[config.mk]
export PLATFORM = sky130hd
export DESIGN_NAME = divset_loader
export DESIGN_NICKNAME = d
export VERILOG_FILES = /design/src/rtl/divset_pkg.sv /design/src/rtl/divset_rst_sync.sv /design/src/rtl/divset_sync.sv /design/src/rtl/divset_shreg.sv /design/src/rtl/divset_ctrl.sv /design/src/rtl/divset_loader.sv
export SDC_FILE = /design/constraint.sdc
export NUM_CORES = 1
export LEC_CHECK = 0
export BUFFER_PORTS_ARGS = -buffer_cell sky130_fd_sc_hd__buf_2
export CORE_UTILIZATION = 45
export CTS_BUF_LIST = sky130_fd_sc_hd__clkbuf_4
export CTS_CLUSTER_SIZE = 16
export DETAILED_ROUTE_END_ITERATION = 8
export PLACE_DENSITY = 0.74
export RECOVER_POWER = 25
export SYNTH_ARGS = -nofsm -noshare
export SYNTH_HDL_FRONTEND = slang
export SYNTH_SLANG_ARGS = --single-unit
[constraint.sdc]
create_clock -name clk -period 2.15 [get_ports clk]
set_input_delay 0.3225 -clock clk [delete_from_list [all_inputs] [get_ports clk]]
set_output_delay 0.3225 -clock clk [all_outputs]
set_load 0.01 [all_outputs]
[src/rtl/divset_pkg.sv]
package divset_pkg;
  localparam int FB_W     = 9;   // feedback divide value width
  localparam int OD_W     = 2;   // output divider code width
  localparam int OD_BASE  = 3;   // ratio of code zero
  localparam int FB_DEF   = 25;  // feedback value after reset
  localparam int OD_DEF   = 1;   // divider code after reset

  // Divide ratio selected by an output divider code.
  function automatic int od_ratio_of(input int code, input int base);
    return base + code;
  endfunction
endpackage

[src/rtl/divset_rst_sync.sv]
module divset_rst_sync #(
  parameter int STAGES = 2
) (
  input  logic clk,
  input  logic hard_rst,
  output logic rst,
  output logic clk_mute
);
  logic [STAGES-1:0] st;

  always_ff @(posedge clk or posedge hard_rst) begin
    if (hard_rst) st <= '1;
    else          st <= {st[STAGES-2:0], 1'b0};
  end

  assign rst      = st[STAGES-1];
  assign clk_mute = st[STAGES-1];

  AST_MUTE_ON_RESET: assert property (@(posedge clk) hard_rst |-> clk_mute);
endmodule

[src/rtl/divset_sync.sv]
module divset_sync #(
  parameter int             W       = 1,
  parameter logic [W-1:0]   RST_VAL = '0
) (
  input  logic         clk,
  input  logic         rst,
  input  logic [W-1:0] d,
  output logic [W-1:0] q
);
  logic [W-1:0] s1;

  always_ff @(posedge clk or posedge rst) begin
    if (rst) begin
      s1 <= RST_VAL;
      q  <= RST_VAL;
    end else begin
      s1 <= d;
      q  <= s1;
    end
  end
endmodule

[src/rtl/divset_shreg.sv]
module divset_shreg #(
  parameter int W = 11
) (
  input  logic         clk,
  input  logic         rst,
  input  logic         shift_en,
  input  logic         shift_bit,
  output logic [W-1:0] frame
);
  always_ff @(posedge clk or posedge rst) begin
    if (rst)           frame <= '0;
    else if (shift_en) frame <= {frame[W-2:0], shift_bit};
  end

  AST_SHIFT_IN: assert property (@(posedge clk) disable iff (rst)
    shift_en |=> frame[0] == $past(shift_bit) && frame[W-1:1] == $past(frame[W-2:0]));
  AST_SHIFT_IDLE: assert property (@(posedge clk) disable iff (rst)
    !shift_en |=> $stable(frame));
endmodule

[src/rtl/divset_ctrl.sv]
module divset_ctrl #(
  parameter int M_W   = 9,
  parameter int N_W   = 2,
  parameter int M_RST = 25,
  parameter int N_RST = 1
) (
  input  logic             clk,
  input  logic             rst,
  input  logic             pl_n,
  input  logic             sl,
  input  logic             sc,
  input  logic             sd,
  input  logic             tst,
  input  logic [M_W-1:0]   fb_s,
  input  logic [N_W-1:0]   od_s,
  input  logic [M_W+N_W-1:0] frame,
  output logic             shift_en,
  output logic             shift_bit,
  output logic [M_W-1:0]   fb_div,
  output logic [N_W-1:0]   od_code,
  output logic             diag_out
);
  localparam int F_W = M_W + N_W;
  localparam logic [F_W-1:0] DEF = {N_W'(N_RST), M_W'(M_RST)};

  logic pl_q, sl_q, sc_q;
  logic pl_rise, sl_fall, sc_rise;
  logic diag_mode, ser_take;
  logic [F_W-1:0] held, held_d, sel;
  logic diag_d;

  // Edge history of the synchronized strobes.
  always_ff @(posedge clk or posedge rst) begin
    if (rst) begin
      pl_q <= 1'b1;
      sl_q <= 1'b0;
      sc_q <= 1'b0;
    end else begin
      pl_q <= pl_n;
      sl_q <= sl;
      sc_q <= sc;
    end
  end

  assign pl_rise   = pl_n & ~pl_q;
  assign sl_fall   = sl_q & ~sl;
  assign sc_rise   = sc & ~sc_q;
  assign diag_mode = pl_n & sl & tst;
  assign ser_take  = pl_n & sl_fall & ~tst;
  assign shift_en  = pl_n & ~sl & sc_rise;
  assign shift_bit = sd;

  // Held setting: a serial apply outranks a parallel capture.
  always_comb begin
    held_d = held;
    if (ser_take)     held_d = frame;
    else if (pl_rise) held_d = {od_s, fb_s};
  end

  always_comb begin
    if (!pl_n)          sel = {od_s, fb_s};
    else if (sl & ~tst) sel = frame;
    else                sel = held_d;
  end

  always_comb begin
    if (!diag_mode)   diag_d = 1'b0;
    else if (sc_rise) diag_d = sd;
    else              diag_d = diag_out;
  end

  always_ff @(posedge clk or posedge rst) begin
    if (rst) begin
      held              <= DEF;
      {od_code, fb_div} <= DEF;
      diag_out          <= 1'b0;
    end else begin
      held              <= held_d;
      {od_code, fb_div} <= sel;
      diag_out          <= diag_d;
    end
  end

  AST_PAR_PASS: assert property (@(posedge clk) disable iff (rst)
    !pl_n |=> fb_div == $past(fb_s) && od_code == $past(od_s) && !diag_out);
  AST_PAR_CAPTURE: assert property (@(posedge clk) disable iff (rst)
    pl_rise && !ser_take |=> held == $past({od_s, fb_s}));
  AST_SER_VIEW: assert property (@(posedge clk) disable iff (rst)
    pl_n && sl && !tst |=> {od_code, fb_div} == $past(frame));
  AST_SER_LATCH: assert property (@(posedge clk) disable iff (rst)
    ser_take |=> held == $past(frame));
  AST_QUIET_HOLD: assert property (@(posedge clk) disable iff (rst)
    pl_n && !sl && !sl_fall && !pl_rise |=> $stable(held) && {od_code, fb_div} == $past(held));
  AST_DIAG_QUIET: assert property (@(posedge clk) disable iff (rst)
    !diag_mode |=> !diag_out);
  AST_DIAG_NO_LATCH: assert property (@(posedge clk) disable iff (rst)
    pl_n && sl_fall && tst && !pl_rise |=> $stable(held));
  AST_SER_WINS: assert property (@(posedge clk) disable iff (rst)
    pl_rise && ser_take |=> held == $past(frame));
endmodule

[src/rtl/divset_loader.sv]
module divset_loader #(
  parameter int M_W    = divset_pkg::FB_W,
  parameter int N_W    = divset_pkg::OD_W,
  parameter int N_BASE = divset_pkg::OD_BASE,
  parameter int M_RST  = divset_pkg::FB_DEF,
  parameter int N_RST  = divset_pkg::OD_DEF
) (
  input  logic           clk,
  input  logic           hard_rst,
  input  logic           par_strobe_n,
  input  logic [M_W-1:0] fb_pin,
  input  logic [N_W-1:0] od_pin,
  input  logic           ser_clk,
  input  logic           ser_dat,
  input  logic           ser_apply,
  input  logic           diag_en,
  output logic [M_W-1:0] fb_div,
  output logic [N_W-1:0] od_code,
  output logic [$clog2(N_BASE + (1 << N_W))-1:0] od_ratio,
  output logic           diag_out,
  output logic           clk_mute
);
  localparam int R_W = $clog2(N_BASE + (1 << N_W));
  localparam int F_W = M_W + N_W;

  logic rst;
  logic pl_s;
  logic [3:0] ctl_s;
  logic [F_W-1:0] word_s;
  logic [F_W-1:0] frame;
  logic shift_en, shift_bit;

  divset_rst_sync #(.STAGES(2)) u_rst (
    .clk(clk), .hard_rst(hard_rst), .rst(rst), .clk_mute(clk_mute)
  );

  // Strobe idles high, so its synchronizer resets high.
  divset_sync #(.W(1), .RST_VAL(1'b1)) u_sync_pl (
    .clk(clk), .rst(rst), .d(par_strobe_n), .q(pl_s)
  );
  divset_sync #(.W(4), .RST_VAL(4'b0)) u_sync_ctl (
    .clk(clk), .rst(rst), .d({ser_apply, ser_clk, ser_dat, diag_en}), .q(ctl_s)
  );
  divset_sync #(.W(F_W), .RST_VAL('0)) u_sync_word (
    .clk(clk), .rst(rst), .d({od_pin, fb_pin}), .q(word_s)
  );

  divset_shreg #(.W(F_W)) u_shreg (
    .clk(clk), .rst(rst), .shift_en(shift_en), .shift_bit(shift_bit), .frame(frame)
  );

  divset_ctrl #(.M_W(M_W), .N_W(N_W), .M_RST(M_RST), .N_RST(N_RST)) u_ctrl (
    .clk(clk), .rst(rst), .pl_n(pl_s),
    .sl(ctl_s[3]), .sc(ctl_s[2]), .sd(ctl_s[1]), .tst(ctl_s[0]),
    .fb_s(word_s[M_W-1:0]), .od_s(word_s[F_W-1:M_W]), .frame(frame),
    .shift_en(shift_en), .shift_bit(shift_bit),
    .fb_div(fb_div), .od_code(od_code), .diag_out(diag_out)
  );

  assign od_ratio = R_W'(divset_pkg::od_ratio_of(int'(od_code), N_BASE));

  AST_RESET_VALUES: assert property (@(posedge clk)
    hard_rst |-> int'(fb_div) == M_RST && int'(od_code) == N_RST && !diag_out);
  AST_RATIO_RANGE: assert property (@(posedge clk) disable iff (hard_rst)
    int'(od_ratio) >= N_BASE && int'(od_ratio) < N_BASE + (1 << N_W));
endmodule

* Word-level counts from Yosys, hierarchy flattened
Cells that the tools add are included.
Word-level totals: register bits 71, input port bits 18, output and inout port bits 16, logic and storage cells 37
Operators by class: add/subtract/negate cells 1, equal/unequal tests 1, muxes and demuxes 6, bitwise operators 14
Operators with widths (number):
- 2-to-1 mux 11 bit | 4
- AND 1 bit | 10
- NOT 1 bit | 4
- adder 2 x 2 -> 3 bit, first input constant | 1
- 2-to-1 mux 1 bit | 2
- != test 2 x 1 -> 1 bit, second input constant | 1

* Depth between registers and ports, before layout
Gate-level depths: netlist (run 1).
depth in word-level cells 7, depth in mapped cells 4, gate-level depth less buffers 3

* Hierarchy
Synthesis (run 1) repeated with hierarchy kept, for this count alone.
Second synthesis, totals: cell total of the unflattened synthesis 182, area, all modules 2628.8 um^2
By module, submodules not included:
- divset_ctrl | instances 1, cells each 113, area an instance 1267.5 um^2, seq. area each 661.9 um^2
- divset_sync (u_sync_word) | instances 1, cells each 23, area an instance 554.3 um^2, seq. area each 550.5 um^2
- divset_shreg | instances 1, cells each 24, area an instance 451.7 um^2, seq. area each 275.3 um^2
- divset_sync (u_sync_ctl) | instances 1, cells each 9, area an instance 203.9 um^2, seq. area each 200.2 um^2
- divset_rst_sync | instances 1, cells each 5, area an instance 67.6 um^2, seq. area each 52.6 um^2
- divset_sync (u_sync_pl) | instances 1, cells each 3, area an instance 56.3 um^2, seq. area each 52.6 um^2
- divset_loader | instances 1, cells each 5, area an instance 27.5 um^2, seq. area each 0.0 um^2

* Worst setup path before layout (run 1)
OpenSTA, ideal clock, no wires.
path type reg2reg, from reg u_sync_pl.q, to reg u_shreg.frame[0], setup time 125 ps, data arrival time 1257 ps, data required time 2025 ps, slack 768 ps, cell stages (with the launch flop) 4, buffers on the path 1, period minus slack after synthesis 1382 ps, cell sequence dfstp_2 nor3b_2 buf_4 mux2_2
Between the ends: longest elaborated chain between the ends 2
Ends and longest elaborated chain:
- start, declared | RTL line divset_sync.sv:8 | output logic [W-1:0] q
- start signal, assigned | RTL line divset_sync.sv:15 | q <= RST_VAL;
- start signal, assigned | RTL line divset_sync.sv:18 | q <= s1;
- AND 1 bit (2 in a row) | RTL line divset_ctrl.sv:50 | assign shift_en = pl_n & ~sl & sc_rise;
- end signal, assigned | RTL line divset_shreg.sv:12 | else if (shift_en) frame <= {frame[W-2:0], shift_bit};
- end, declared | RTL line divset_shreg.sv:8 | output logic [W-1:0] frame
No other way between the ends. A chain may end at the register's enable or synchronous reset.

* Worst setup path in the final report (run 1)
from reg u_ctrl.od_code[0], to out od_ratio[1]
Between the ends: longest elaborated chain between the ends 1
Ends and longest elaborated chain:
- start, declared | RTL line divset_ctrl.sv:20 | output logic [N_W-1:0] od_code,
- start signal, assigned | RTL line divset_ctrl.sv:79 | {od_code, fb_div} <= sel;
- adder 2 x 2 -> 3 bit | RTL line divset_pkg.sv:10 | return base + code;
- end, declared | RTL line divset_loader.sv:19 | output logic [$clog2(N_BASE + (1 << N_W))-1:0] od_ratio,
No other way between the ends.

==> results.yml, run 1 <==
route:
  via_per_inst: 4.90
  ant_nets: 0
  finalWirelength_um: 4370
  initialDrtViolationCount: 70
  routedWlPerCell_um: 14.1
  drc: 0
  vias: 1520
  dr.pass1.iters: 4
clocking:
  cts_resized: 0
  clk_pin_slew_worst_paths_ns: 0.11
  worstSkewPairLatency_ns: 0.40
  clk_path_buf_depth: 2
  root_buffer: "clkbuf_4"
  htreeDepth: 3
  clock_sinks: 71
  cts_buffers: 9
  post_cts_buffers: 0
  tritoncts: "built"
logic_synthesis:
  synth_xor_area_frac: 0
  synth_cell_types: 24
  synth_flop_cell: "dfrtp_1"
  yosys-top-cells-area: "dfrtp_1, dfstp_2, and3_1"
  async_reset_ff_frac: 1.00
  synth_nets: 195
  synthTopCellsByCount: "dfrtp_1, and3_1, dfstp_2, mux2i_1"
  synthCells: 176
  synth_top_area_cell: "dfrtp_1"
  synth_area_um2: 2530
  yosysSeqAreaShare: 0.709
  synth_simple_gate_area_share: 0.0921
  yosys_warnings: 0
  synth_area_per_cell_um2: 14.4
  synth_seq_cells: 71
  synth_top_family_by_area: "multiplexers"
  synth_most_common_cell: "dfrtp_1"
  synth-adder-area-share: 0.00495
  yosys.area.top_type_share: 0.574
  synth-edff-count: 0
  synth_compound_area_frac: 0.0688
  synthMuxAreaShare: 0.0965
die:
  die_w_um: 76.9
  die_area_um2: 5920
  rows: 26
  io_pins: 34
  fp.dieH_um: 76.9
  start_util: 0.480
  core_um2: 5270
flow_run:
  cap_viol_max_count: 0
cells_and_area:
  n_antenna_cell: 0
  fillers: 437
  syn_to_final_growth_pct: 23.7
  layout-drive-gt1-share: 0.342
  nNetsFinal: 254
  layout.cells.non_filler: 310
  seq_area_um2: 1790
  multi_input_comb_area_um2: 667
critical_path:
  r2r_cells: 4
  r2r_start: "u_sync_pl.q"
  critPathCaptureType: "output port"
  start_kind: "flip-flop"
  cp.arrival_ns: 1.42
  worstSetupStartpoint: "u_ctrl.od_code[0]"
  r2r_slack_ns: 0.47
  critPathRequiredTime_ns: 1.83
  timing.rr.end: "u_ctrl.held[10]"
  critPathKind: "flip-flop to output port"
  endpoint: "od_ratio[1]"
  cp_max_fo: 2
pwr:
  pwr-share-comb: 0.100
  switching_share: 0.230
  p_sw_uw: 631
  leakagePower_uw: 0.00157
  pwr-share-clk: 0.335
  peakVddDrop_uv: 537
  p_per_area_nw_per_um2: 878
  power_frac_seq: 0.565
  internal_power_uw: 2110
  design_power_total_uw: 2740
timing:
  slew_viol_final: 0
  finalWorstSetupSlack_ns: 0.403
  finalCriticalPeriod_ns: 1.75
  finalCritPeriodShare: 0.812
  whs_ns: 0.351
  fin_setup_tns_ns: 0
  setup_viol: 0
  skew_ns: 0.0125
  hold_viol: 0
  worst_pin_slew_ns: 1.02
  clock.fmax_ghz: 0.573
  relSlewSlack: 0.319
  rsz0062_at_grt: "false"
outcome:
  status: "complete, no violations"
placed_design:
  routabilityCongestion: 0.750
  post-place-ws_ns: 0.481
  dp_hpwl_um: 2670
  dp.cells: 277
  numPortBuffers: 33
grt:
  first_global_vias: 1625
  use_met1: 0.197
  gr-max-usage-layer: "met2"
  grtUsageTotal: 0.171
  grt_antenna_before_repair: 0
  grt_max_degree: 29
  grt_overflow_total: 0
  gr-usage-met2: 0.275
  met3_usage: 0.0714
  grt_pass1_wl_um: 7560
hold_path:
  hp-class: "flip-flop to flip-flop"
## worst min-delay path by stage
stage	from	end	slack, ns	cells past startpoint
floorplan	hard_rst	u_rst.st[0]	0.23	1
global placement	u_sync_ctl.s1[2]	u_sync_ctl.q[2]	0.33	0
detailed placement	u_rst.st[1]	u_ctrl.fb_div[2]	0.34	1
CTS	fb_pin[5]	u_sync_word.s1[5]	0.002	1
global route	u_rst.st[0]	u_rst.st[1]	0.37	0
finish	u_sync_word.s1[3]	u_sync_word.q[3]	0.35	0
## cells in the final DEF (no fill, tap or decap), drive strengths merged, types with 2 or more instances in the layout
master / netlist / layout
a211o: 11 / 11
and3: 22 / 22
buf: 5 / 40
bufinv: 0 / 2
clkbuf: 4 / 11
clkinv: 0 / 3
dfrtp: 58 / 58
dfstp: 13 / 13
dlygate4sd3: 0 / 17
inv: 6 / 6
mux2: 11 / 11
mux2i: 12 / 12
nand2: 11 / 11
o21ai: 12 / 12
## through the flow
stage / utilization / instance area (um^2)
finish: 0.593 / 3130
floorplan: - / 2530
CTS: 0.588 / 3100
detailed placement: 0.531 / 2800
global route: 0.593 / 3130
global placement: 0.531 / 2800
## power by group through the flow
stage          sequential (uW)  combinational, uW  clock [uW]
4_1_cts                   1550                275         952
5_1_grt                   1570                306        1010
3_3_place_gp              1570                244           0
3_5_place_dp              1580                255           0
2_1_floorplan             1560                156           0
6_report                  1550                275         919
## cell type report
type                    count  share of cell area
flip-flops and latches     71               0.573
multi-input cells          90               0.213
repair buffers             57               0.128
well taps                  70              0.0280
clock buffers              11              0.0264
clock inverters             5              0.0236
inverters                   6             0.00720
## metal layers
layer  part of all wire  vias up  routed length (um)
met4              0.018        0                  80
met5                  0        -                   0
met3              0.042        7                 183
met2               0.51       33                2210
met1               0.43      757                1900
li1                   -      723                   -
## logic make-up after synthesis
| group | after synthesis |
|---|---|
| flip-flops | 71 |
| AND/OR/NAND/NOR | 40 |
| AO/OA/AOI/OAI | 25 |
| multiplexers | 23 |
| buffers and inverters | 15 |
| adder cells (fa/ha/maj) | 1 |
| other | 1 |
## worst max-delay path: stages, from the launching register on
cell	delay, ns
dfstp_2	0.54
inv_1	0.04
ha_1	0.28
inv_1	0.05
buf_2	0.12
## repair_timing
| item | in CTS | in global routing |
|---|---|---|
| endpoints found under the setup margin | 0 | 0 |
| hold buffers | 14 | 3 |
| hold endpoints to repair | 15 | 3 |
## state kept, by name, indices dropped and copies added (netlist names)
| register | flops |
|---|---|
| u_ctrl.od_code | 2 |
| u_ctrl.pl_q | 1 |
| u_sync_ctl.s1 | 4 |
| u_ctrl.fb_div | 9 |
| u_rst.st | 2 |
| u_sync_ctl.q | 4 |
| u_ctrl.held | 11 |
| u_sync_word.s1 | 11 |
| u_ctrl.sl_q | 1 |
| u_ctrl.diag_out | 1 |
| u_sync_pl.q | 1 |
| u_ctrl.sc_q | 1 |
| u_sync_word.q | 11 |
| u_sync_pl.s1 | 1 |
| u_shreg.frame | 11 |
Note: power is estimated with default switching activity, not from simulation.
==> run 2: changes to the inputs <==
--- a/config.mk
+++ b/config.mk
@@ -10,7 +10,7 @@
 export CTS_BUF_LIST = sky130_fd_sc_hd__clkbuf_4
 export CTS_CLUSTER_SIZE = 16
 export DETAILED_ROUTE_END_ITERATION = 8
-export PLACE_DENSITY = 0.74
+export PLACE_DENSITY = 0.72
 export RECOVER_POWER = 25
 export SYNTH_ARGS = -nofsm -noshare
 export SYNTH_HDL_FRONTEND = slang
==> constraint.sdc (replaced) <==
create_clock -name clk -period 1.8 [get_ports clk]
set_input_delay 0.27 -clock clk [delete_from_list [all_inputs] [get_ports clk]]
set_output_delay 0.27 -clock clk [all_outputs]
set_load 0.01 [all_outputs]
==> results.yml, run 2 (same netlist as run 1, synthesis figures left out) <==
outcome:
  status: "complete, no violations"
route:
  dr.pass1.iters: 4
  initialDrtViolationCount: 89
  ant_nets: 0
  routedWlPerCell_um: 14.2
  finalWirelength_um: 4380
  drc: 0
  via_per_inst: 4.91
  vias: 1518
critical_path:
  crit_family: "flip-flops"
  r2r_slack_ns: 0.18
  critPathMaxStageDelay_ns: 0.54
  path_depth: 4
  cp.arrival_ns: 1.44
  critPathRequiredTime_ns: 1.53
  critPathBufInv: 3
  cp_slowest_cell: "dfstp_2"
  r2r_cells: 3
  crit_chain: "inv_1, ha_1, inv_1, buf_2"
  critPathKind: "flip-flop to output port"
  critPathCaptureType: "output port"
  r2r_start: "u_sync_pl.q"
  start_kind: "flip-flop"
  timing.rr.end: "u_shreg.frame[10]"
  crit_path_frequent_cell: "inv_1"
  cp_max_fo: 2
flow_run:
  cap_viol_max_count: 0
timing:
  fin_setup_tns_ns: 0
  relSlewSlack: 0.417
  skew_ns: 0.00786
  slew_viol_final: 0
  worst_pin_slew_ns: 0.874
  hold_viol: 0
  finalCriticalPeriod_ns: 1.71
  clock.fmax_ghz: 0.584
  setup_viol: 0
  rsz0062_at_grt: "false"
  finalCritPeriodShare: 0.952
cells_and_area:
  nNetsFinal: 253
  layout.cells.non_filler: 309
  layout_commonest_cell: "dfrtp_1"
  n_antenna_cell: 0
  final_cell_mix: "dfrtp_1, buf_2, and3_1, dlygate4sd3_1"
  syn_to_final_growth_pct: 22.8
  layout-drive-gt1-share: 0.347
placed_design:
  dp_hpwl_um: 2650
  numPortBuffers: 33
  routabilityCongestion: 0.686
  dp.cells: 276
pwr:
  leakagePower_uw: 0.00155
  p_per_area_nw_per_um2: 1020
  peakVddDrop_uv: 587
clocking:
  root_buffer: "clkbuf_4"
  clock_sinks: 71
  cts_buffers: 9
  worstSkewPairLatency_ns: 0.41
  post_cts_buffers: 0
  clk_pin_slew_worst_paths_ns: 0.11
  clk_path_buf_depth: 2
  tritoncts: "built"
  htreeDepth: 3
hold_path:
  min_from: "u_sync_word.s1[5]"
  holdPathEnd: "u_sync_word.q[5]"
  min_path_cells: 0
  hp-class: "flip-flop to flip-flop"
die:
  die_area_um2: 5920
  start_util: 0.480
  core_um2: 5270
  io_pins: 34
  die_w_um: 76.9
  fp.dieH_um: 76.9
  rows: 26
grt:
  grt_pass1_wl_um: 7680
  grtUsageTotal: 0.174
  grt_overflow_total: 0
  grt_max_degree: 70
  first_global_vias: 1603
  grt_antenna_before_repair: 0
==> run 2: cell types whose count changed in the layout (fill, tap and decap cells not counted), sizes merged <==
cell	delta
bufinv	-1
buf	-2
clkinvlp	+1
clkinv	+1
==> run 2: worst max path at each step <==
stage | slack, ns | from | endpoint
floorplan | 0.42 | u_sync_pl.q | u_shreg.frame[0]
global placement | 0.16 | u_sync_ctl.q[3] | u_ctrl.od_code[1]
detailed placement | 0.09 | u_sync_ctl.q[3] | u_ctrl.fb_div[2]
CTS | 0.03 | u_ctrl.od_code[0] | od_ratio[1]
global route | 0.004 | u_ctrl.od_code[0] | od_ratio[1]
finish | 0.09 | u_ctrl.od_code[0] | od_ratio[1]
==> run 2: area by class of cell <==
cell class	count	area, um^2
fillers	446	2170
clock buffers	10	75.1
repair buffers	56	380
well taps	70	87.6
multi-input cells	90	671
clock inverters	6	70.1
inverters	6	26.3
flip-flops and latches	71	1790
==> run 2: power by group <==
part	leakage, uW	switching (uW)	internal (uW)
Combinational	0.000630	152	169
Clock	0.0000809	554	448
Sequential	0.000841	87.0	1760
Total	0.00155	793	2380
==> run 2: timing repair <==
action,CTS,global route
endpoints found under the setup margin,0,12
resized for setup,0,1
hold buffers,17,0
endpoints found under the hold margin,18,0
==> run 2: per-layer routing <==
metal / share of wire / up-vias / GRT usage
li1: - / 729 / -
met1: 0.43 / 747 / 0.205
met2: 0.51 / 34 / 0.287
met3: 0.043 / 8 / 0.0607
met4: 0.019 / 0 / 0.0731
met5: 0 / - / 0
==> run 2: through the flow <==
stage               total power [uW]  hold slack (ns)  cell area (um^2)  utilization  setup slack [ns]
detailed placement              2190            0.301              2800        0.531            0.0917
CTS                             3230            0.363              3110        0.590            0.0334
global placement                2170            0.289              2800        0.531             0.161
finish                          3170            0.360              3100        0.589            0.0869
floorplan                       2060            0.182              2530            -             0.418
global route                    3360            0.370              3100        0.589           0.00351
